[config.mk]
export PLATFORM = sky130hd
export DESIGN_NAME = gpio_deglitch
export DESIGN_NICKNAME = d
export VERILOG_FILES = /design/src/rtl/gdb_pkg.sv /design/src/rtl/gdb_sync.sv /design/src/rtl/gdb_timebase.sv /design/src/rtl/gdb_judge.sv /design/src/rtl/gpio_deglitch.sv
export SDC_FILE = /design/constraint.sdc
export NUM_CORES = 1
export LEC_CHECK = 0
export ABC_CLOCK_PERIOD_IN_PS = 2800
export BUFFER_PORTS_ARGS = -buffer_cell sky130_fd_sc_hd__buf_2
export CAP_MARGIN = 20
export CORE_AREA = 2 2 62 64
export DETAILED_ROUTE_END_ITERATION = 10
export DIE_AREA = 0 0 64 66
export GPL_TIMING_DRIVEN = 0
export PLACE_DENSITY = 0.61
export SLEW_MARGIN = 40
export SYNTH_ARGS = -nofsm -noshare
export SYNTH_HDL_FRONTEND = slang
export SYNTH_SLANG_ARGS = --single-unit
export TNS_END_PERCENT = 100
[constraint.sdc]
create_clock -name clk -period 2.8 [get_ports clk]
set_input_delay 0.14 -clock clk [delete_from_list [all_inputs] [get_ports clk]]
set_output_delay 0.14 -clock clk [all_outputs]
set_load 0.01 [all_outputs]
[src/rtl/gdb_pkg.sv]
package gdb_pkg;

    typedef enum logic [1:0] {
        MODE_BYPASS    = 2'd0,
        MODE_BOTH      = 2'd1,
        MODE_KEEP_LOW  = 2'd2,
        MODE_KEEP_HIGH = 2'd3
    } gdb_mode_e;

endpackage

[src/rtl/gdb_sync.sv]
module gdb_sync #(
    parameter int   STAGES  = 2,
    parameter logic RST_VAL = 1'b0
) (
    input  logic clk,
    input  logic rst_n,
    input  logic d_i,
    output logic q_o
);

    logic [STAGES-1:0] chain_d, chain_q;

    always_comb begin
        chain_d[0] = d_i;
        for (int i = 1; i < STAGES; i++) begin
            chain_d[i] = chain_q[i-1];
        end
    end

    always_ff @(posedge clk or negedge rst_n) begin
        if (!rst_n) chain_q <= {STAGES{RST_VAL}};
        else        chain_q <= chain_d;
    end

    assign q_o = chain_q[STAGES-1];

    // every stage holds what the stage before it held one edge earlier
    for (genvar g = 1; g < STAGES; g++) begin : g_stage_chk
        a_r1_stage_shift: assert property (@(posedge clk) disable iff (!rst_n)
            chain_q[g] == $past(chain_q[g-1]));
    end

endmodule

[src/rtl/gdb_timebase.sv]
module gdb_timebase #(
    parameter int UNIT_A = 2,
    parameter int UNIT_B = 8,
    parameter int UNIT_C = 512,
    parameter int UNIT_D = 2048
) (
    input  logic       clk,
    input  logic       rst_n,
    input  logic       tick_i,
    input  logic       clear_i,
    input  logic [1:0] sel_i,
    output logic       unit_done_o
);

    localparam int MAX_AB = (UNIT_A > UNIT_B) ? UNIT_A : UNIT_B;
    localparam int MAX_CD = (UNIT_C > UNIT_D) ? UNIT_C : UNIT_D;
    localparam int MAX_U  = (MAX_AB > MAX_CD) ? MAX_AB : MAX_CD;
    localparam int PW     = $clog2(MAX_U + 1);

    localparam logic [PW-1:0] LAST_A = PW'(UNIT_A - 1);
    localparam logic [PW-1:0] LAST_B = PW'(UNIT_B - 1);
    localparam logic [PW-1:0] LAST_C = PW'(UNIT_C - 1);
    localparam logic [PW-1:0] LAST_D = PW'(UNIT_D - 1);

    typedef struct packed {
        logic [PW-1:0] presc;
    } tb_state_t;

    tb_state_t     st_d, st_q;
    logic [PW-1:0] last;

    always_comb begin
        case (sel_i)
            2'b00:   last = LAST_A;
            2'b01:   last = LAST_B;
            2'b10:   last = LAST_C;
            default: last = LAST_D;
        endcase

        st_d        = st_q;
        unit_done_o = 1'b0;
        if (clear_i) begin
            st_d.presc = '0;
        end else if (tick_i) begin
            if (st_q.presc >= last) begin
                st_d.presc  = '0;
                unit_done_o = 1'b1;
            end else begin
                st_d.presc = st_q.presc + 1'b1;
            end
        end
    end

    always_ff @(posedge clk or negedge rst_n) begin
        if (!rst_n) st_q <= '0;
        else        st_q <= st_d;
    end

    // a cycle with no tick and no restart leaves the prescaler untouched
    a_r10_idle_hold: assert property (@(posedge clk) disable iff (!rst_n)
        (!tick_i && !clear_i) |=> $stable(st_q.presc));

    // a restart request empties the prescaler on the next edge
    a_r7_presc_restart: assert property (@(posedge clk) disable iff (!rst_n)
        clear_i |=> (st_q.presc == '0));

endmodule

[src/rtl/gdb_judge.sv]
module gdb_judge
    import gdb_pkg::*;
#(
    parameter int   CNT_W   = 4,
    parameter logic RST_VAL = 1'b0
) (
    input  logic             clk,
    input  logic             rst_n,
    input  gdb_mode_e        mode_i,
    input  logic [CNT_W-1:0] count_i,
    input  logic             sync_i,
    input  logic             unit_done_i,
    output logic             clear_o,
    output logic             filt_o
);

    typedef struct packed {
        logic             filt;
        logic [CNT_W-1:0] units;
    } jd_state_t;

    jd_state_t        st_d, st_q;
    logic [CNT_W-1:0] target;
    logic             pass_now;

    always_comb begin
        target   = (count_i == '0) ? CNT_W'(1) : count_i;
        pass_now = ((mode_i == MODE_KEEP_LOW)  && !sync_i) ||
                   ((mode_i == MODE_KEEP_HIGH) &&  sync_i);

        st_d    = st_q;
        clear_o = 1'b1;
        if (mode_i == MODE_BYPASS) begin
            st_d.filt  = sync_i;
            st_d.units = '0;
        end else if (sync_i == st_q.filt) begin
            st_d.units = '0;
        end else if (pass_now) begin
            st_d.filt  = sync_i;
            st_d.units = '0;
        end else begin
            clear_o = 1'b0;
            if (unit_done_i) begin
                if (({1'b0, st_q.units} + 1'b1) >= {1'b0, target}) begin
                    st_d.filt  = sync_i;
                    st_d.units = '0;
                end else begin
                    st_d.units = st_q.units + 1'b1;
                end
            end
        end
    end

    always_ff @(posedge clk or negedge rst_n) begin
        if (!rst_n) begin
            st_q.filt  <= RST_VAL;
            st_q.units <= '0;
        end else begin
            st_q <= st_d;
        end
    end

    assign filt_o = st_q.filt;

    // in bypass the filtered level is the synchronized level one edge later
    a_r3_bypass_follow: assert property (@(posedge clk) disable iff (!rst_n)
        (mode_i == MODE_BYPASS) |=> (st_q.filt == $past(sync_i)));

    // low level passes straight through when low pulses are kept
    a_r8_low_passes: assert property (@(posedge clk) disable iff (!rst_n)
        ((mode_i == MODE_KEEP_LOW) && !sync_i) |=> !st_q.filt);

    // high level passes straight through when high pulses are kept
    a_r9_high_passes: assert property (@(posedge clk) disable iff (!rst_n)
        ((mode_i == MODE_KEEP_HIGH) && sync_i) |=> st_q.filt);

    // agreement between input and output throws away counted units
    a_r7_units_restart: assert property (@(posedge clk) disable iff (!rst_n)
        (sync_i == st_q.filt) |=> (st_q.units == '0));

    // in two-sided filtering nothing moves the output without a finished unit
    a_r4_hold_without_unit: assert property (@(posedge clk) disable iff (!rst_n)
        ((mode_i == MODE_BOTH) && !unit_done_i) |=> $stable(st_q.filt));

    // the output only ever adopts the previous synchronized level
    a_r11_from_sync: assert property (@(posedge clk) disable iff (!rst_n)
        (st_q.filt != $past(st_q.filt)) |-> (st_q.filt == $past(sync_i)));

endmodule

[src/rtl/gpio_deglitch.sv]
module gpio_deglitch
    import gdb_pkg::*;
#(
    parameter int   SYNC_STAGES = 2,
    parameter int   CNT_W       = 4,
    parameter int   UNIT_A      = 2,
    parameter int   UNIT_B      = 8,
    parameter int   UNIT_C      = 512,
    parameter int   UNIT_D      = 2048,
    parameter logic RST_LEVEL   = 1'b0
) (
    input  logic             clk,
    input  logic             rst_n,
    input  logic             tick_i,
    input  logic             pin_i,
    input  logic [1:0]       mode_i,
    input  logic             scale_coarse_i,
    input  logic             scale_step_i,
    input  logic [CNT_W-1:0] count_i,
    output logic             level_sync_o,
    output logic             level_filt_o
);

    gdb_mode_e mode;
    logic      sync_lvl;
    logic      restart;
    logic      unit_done;

    assign mode = gdb_mode_e'(mode_i);

    gdb_sync #(
        .STAGES  (SYNC_STAGES),
        .RST_VAL (RST_LEVEL)
    ) u_sync (
        .clk   (clk),
        .rst_n (rst_n),
        .d_i   (pin_i),
        .q_o   (sync_lvl)
    );

    gdb_timebase #(
        .UNIT_A (UNIT_A),
        .UNIT_B (UNIT_B),
        .UNIT_C (UNIT_C),
        .UNIT_D (UNIT_D)
    ) u_timebase (
        .clk         (clk),
        .rst_n       (rst_n),
        .tick_i      (tick_i),
        .clear_i     (restart),
        .sel_i       ({scale_coarse_i, scale_step_i}),
        .unit_done_o (unit_done)
    );

    gdb_judge #(
        .CNT_W   (CNT_W),
        .RST_VAL (RST_LEVEL)
    ) u_judge (
        .clk         (clk),
        .rst_n       (rst_n),
        .mode_i      (mode),
        .count_i     (count_i),
        .sync_i      (sync_lvl),
        .unit_done_i (unit_done),
        .clear_o     (restart),
        .filt_o      (level_filt_o)
    );

    assign level_sync_o = sync_lvl;

    // reset leaves both levels at the reset value
    a_r2_reset_levels: assert property (@(posedge clk)
        !rst_n |-> (level_filt_o == RST_LEVEL && level_sync_o == RST_LEVEL));

endmodule

==> results.json <==
{
  "portBuffers": 13,
  "met2_length_um": 1330,
  "slew_viol_final": 0,
  "post-dp-hpwl_um": 2010,
  "fmax_ghz": 0.448,
  "ys_async_sr_fraction_pct": 100,
  "criticalPathCategory": "register to register",
  "yosysSeqAreaShare_pct": 36.8,
  "cts.reportedPaths.clkPinSlew_ns": 0.10,
  "maxCapViolations": 0,
  "synthTopCellsByArea": "dfrtp_1 (37%), ha_1 (16%), xor2_1 (5.4%)",
  "synth.cells.most_frequent": "dfrtp_1 (19), ha_1 (16), nand2_1 (16), nor2_1 (16)",
  "cts_buffers": 3,
  "register_area_um2": 475,
  "num-nets-final": 185,
  "drive_gt1_share_pct": 14.7,
  "pin_count": 14,
  "n_fill_cell": 356,
  "dr.max_layer_used": "met4",
  "slew_headroom_pct": 70.9,
  "yosysWarnings": 0,
  "finalCriticalPeriod_ns": 2.23,
  "via_count": 1088,
  "first_pass_iters": 4,
  "clkLatencyLatePin_ns": 0.29,
  "clock-sinks": 19,
  "hold_path_class": "input pin to register",
  "yosysMostFrequentCell": "dfrtp_1",
  "status": "completed",
  "vias_per_cell": 5.33,
  "cts_max_path_buffers": 2,
  "final.setup.tns_ns": 0,
  "crit_path_start_kind": "register",
  "final_antenna_net_count": 0,
  "synth_edf_count": 0,
  "synth_cells": 137,
  "cts_tree": "done",
  "syn-cell-area_mm2": 0.00129,
  "grt_remaining_overflow": 0,
  "core_area_mm2": 0.00355,
  "ir_drop_mv": 0.253,
  "grt_max_degree": 20,
  "cp_max_fo": 5,
  "drc": 0,
  "setup_violations": 0,
  "grt_use_total_pct": 13.5,
  "htree_levels": 1,
  "hold_depth": 3,
  "die_area_mm2": 0.00422,
  "hold_viol": 0,
  "syn-num-nets": 165,
  "required_ns": 3.02,
  "end_kind": "register",
  "die_h_um": 66,
  "m1WireLength_um": 1130,
  "rsz0062_at_grt": "false",
  "areaGrowthSynthToFinish_pct": 13.4,
  "dr_wl_met3_um": 69,
  "yosys.area.top_type_share_pct": 36.8,
  "cp-startpoint": "u_judge.st_q[0]",
  "synth-seq-cells": 19,
  "p_leak_nw": 0.672,
  "regToRegEndpoint": "u_judge.st_q[1]",
  "skew_ns": 0.00761,
  "fp.dieW_um": 64,
  "routed_wl_um": 2560,
  "start_util_pct": 36.4,
  "cp_data_arrival_time_ns": 2.45,
  "yosysTopAreaCell": "dfrtp_1",
  "antenna_cells": 0,
  "multiInputGateArea_um2": 797,
  "grt_pass1_vias": 1112,
  "power_density_mw_per_mm2": 333,
  "synth_ff_type": "dfrtp_1",
  "cts.repair.resized": 0,
  "wl_per_cell_um": 12.6,
  "rows": 22,
  "drt-initial-drc-count": 34,
  "worst_pin_slew_ns": 0.433,
  "root_buffer": "clkbuf_4",
  "rrSetupSlack_ns": 0.57,
  "place_congestion": 0.757,
  "antenna_found_initial": 0,
  "grt_first_pass_wirelength_um": 4640,
  "r2r_cells": 8,
  "fin_cells": 204,
  "avgSynthCellArea_um2": 9.43,
  "timing.rr.start": "u_judge.st_q[0]",
  "critPathCapture": "u_judge.st_q[1]",
  "post-route-period-util_pct": 79.8,
  "placed_cells": 198,
  "synth_cell_type_count": 32
}
==> how the worst min path moves through the flow <==
stage	startpoint	endpoint	slack, ns
2_1_floorplan	rst_n	u_judge.filt_o	-0.16
3_3_place_gp	rst_n	u_sync.chain_q[0]	0.1
3_5_place_dp	rst_n	u_sync.chain_q[0]	0.10
4_1_cts	mode_i[1]	u_judge.filt_o	0.14
5_1_grt	mode_i[1]	u_judge.filt_o	0.15
6_report	mode_i[1]	u_judge.filt_o	0.15
==> metrics by stage <==
stage                     power (mW)  area (um^2)  util [%]  hold slack, ns  setup WS, ns
after floorplan                0.327         1290         -          -0.156         0.811
after global placement         0.352         1420      39.9          0.0955         0.640
after detailed placement       0.354         1420      39.9           0.101         0.588
after CTS                      0.492         1460      41.2           0.139         0.567
after global routing           0.514         1460      41.2           0.148         0.402
final                          0.488         1460      41.2           0.147         0.567
==> area by class of cell <==
cell class / count / area share (%)
Inverter: 5 / 1.28
Tap cell: 48 / 4.10
Sequential cell: 19 / 32.5
Multi-Input combinational cell: 113 / 54.4
Clock buffer: 3 / 1.54
Clock inverter: 1 / 0.342
Timing Repair Buffer: 15 / 5.81
==> flip-flops by register name, indices dropped and copies added (netlist names) <==
signal	count
u_judge.st_q	4
u_judge.filt_o	1
u_timebase.st_q	12
u_sync.chain_q	2
==> worst max-delay path, cell delays in order (launching register included) <==
cell and delay (ns):
dfrtp_1 0.45, ha_1 0.29, xor2_1 0.16, ha_1 0.23, a2111oi_2 0.33, nor3_1 0.15
a31oi_2 0.27, nand3_1 0.11, a21boi_1 0.17
==> what timing repair did <==
| action | in CTS | in global routing |
|---|---|---|
| hold buffers | 2 | 0 |
| endpoints found under the hold margin | 20 | 0 |
| setup buffers | 0 | 0 |
| setup endpoints to repair | 0 | 0 |
==> cells in the final DEF (no fill, tap or decap), types with 4 or more instances in the layout <==
master / count
a21boi_1: 5
buf_2: 13
nor2_1: 16
dfrtp_1: 19
inv_1: 5
xor2_1: 8
ha_1: 16
nand4_1: 4
nand3_1: 8
o21ai_0: 5
nand2_1: 16
==> kinds of logic after synthesis <==
logic type,share of synthesized area [%]
XOR/XNOR,6.78
adder cells (fa/ha/maj),15.5
buffers and inverters,1.45
AND/OR/NAND/NOR,24.4
AO/OA/AOI/OAI,15.0
flip-flops,36.8
==> per-layer routing <==
metal / GRT usage, % / vias to the layer above
met5: 0 / -
met4: 3.80 / 0
met3: 2.21 / 6
met2: 25.7 / 25
met1: 15.5 / 518
li1: - / 539
==> report_power, final <==
group          internal [mW]  switching (mW)  leakage, nW
Clock                 0.0531          0.0843       0.0177
Sequential             0.279         0.00592        0.258
Combinational         0.0278          0.0377        0.396
Total                  0.360           0.128        0.672
Power figures use the tool's default switching activity.
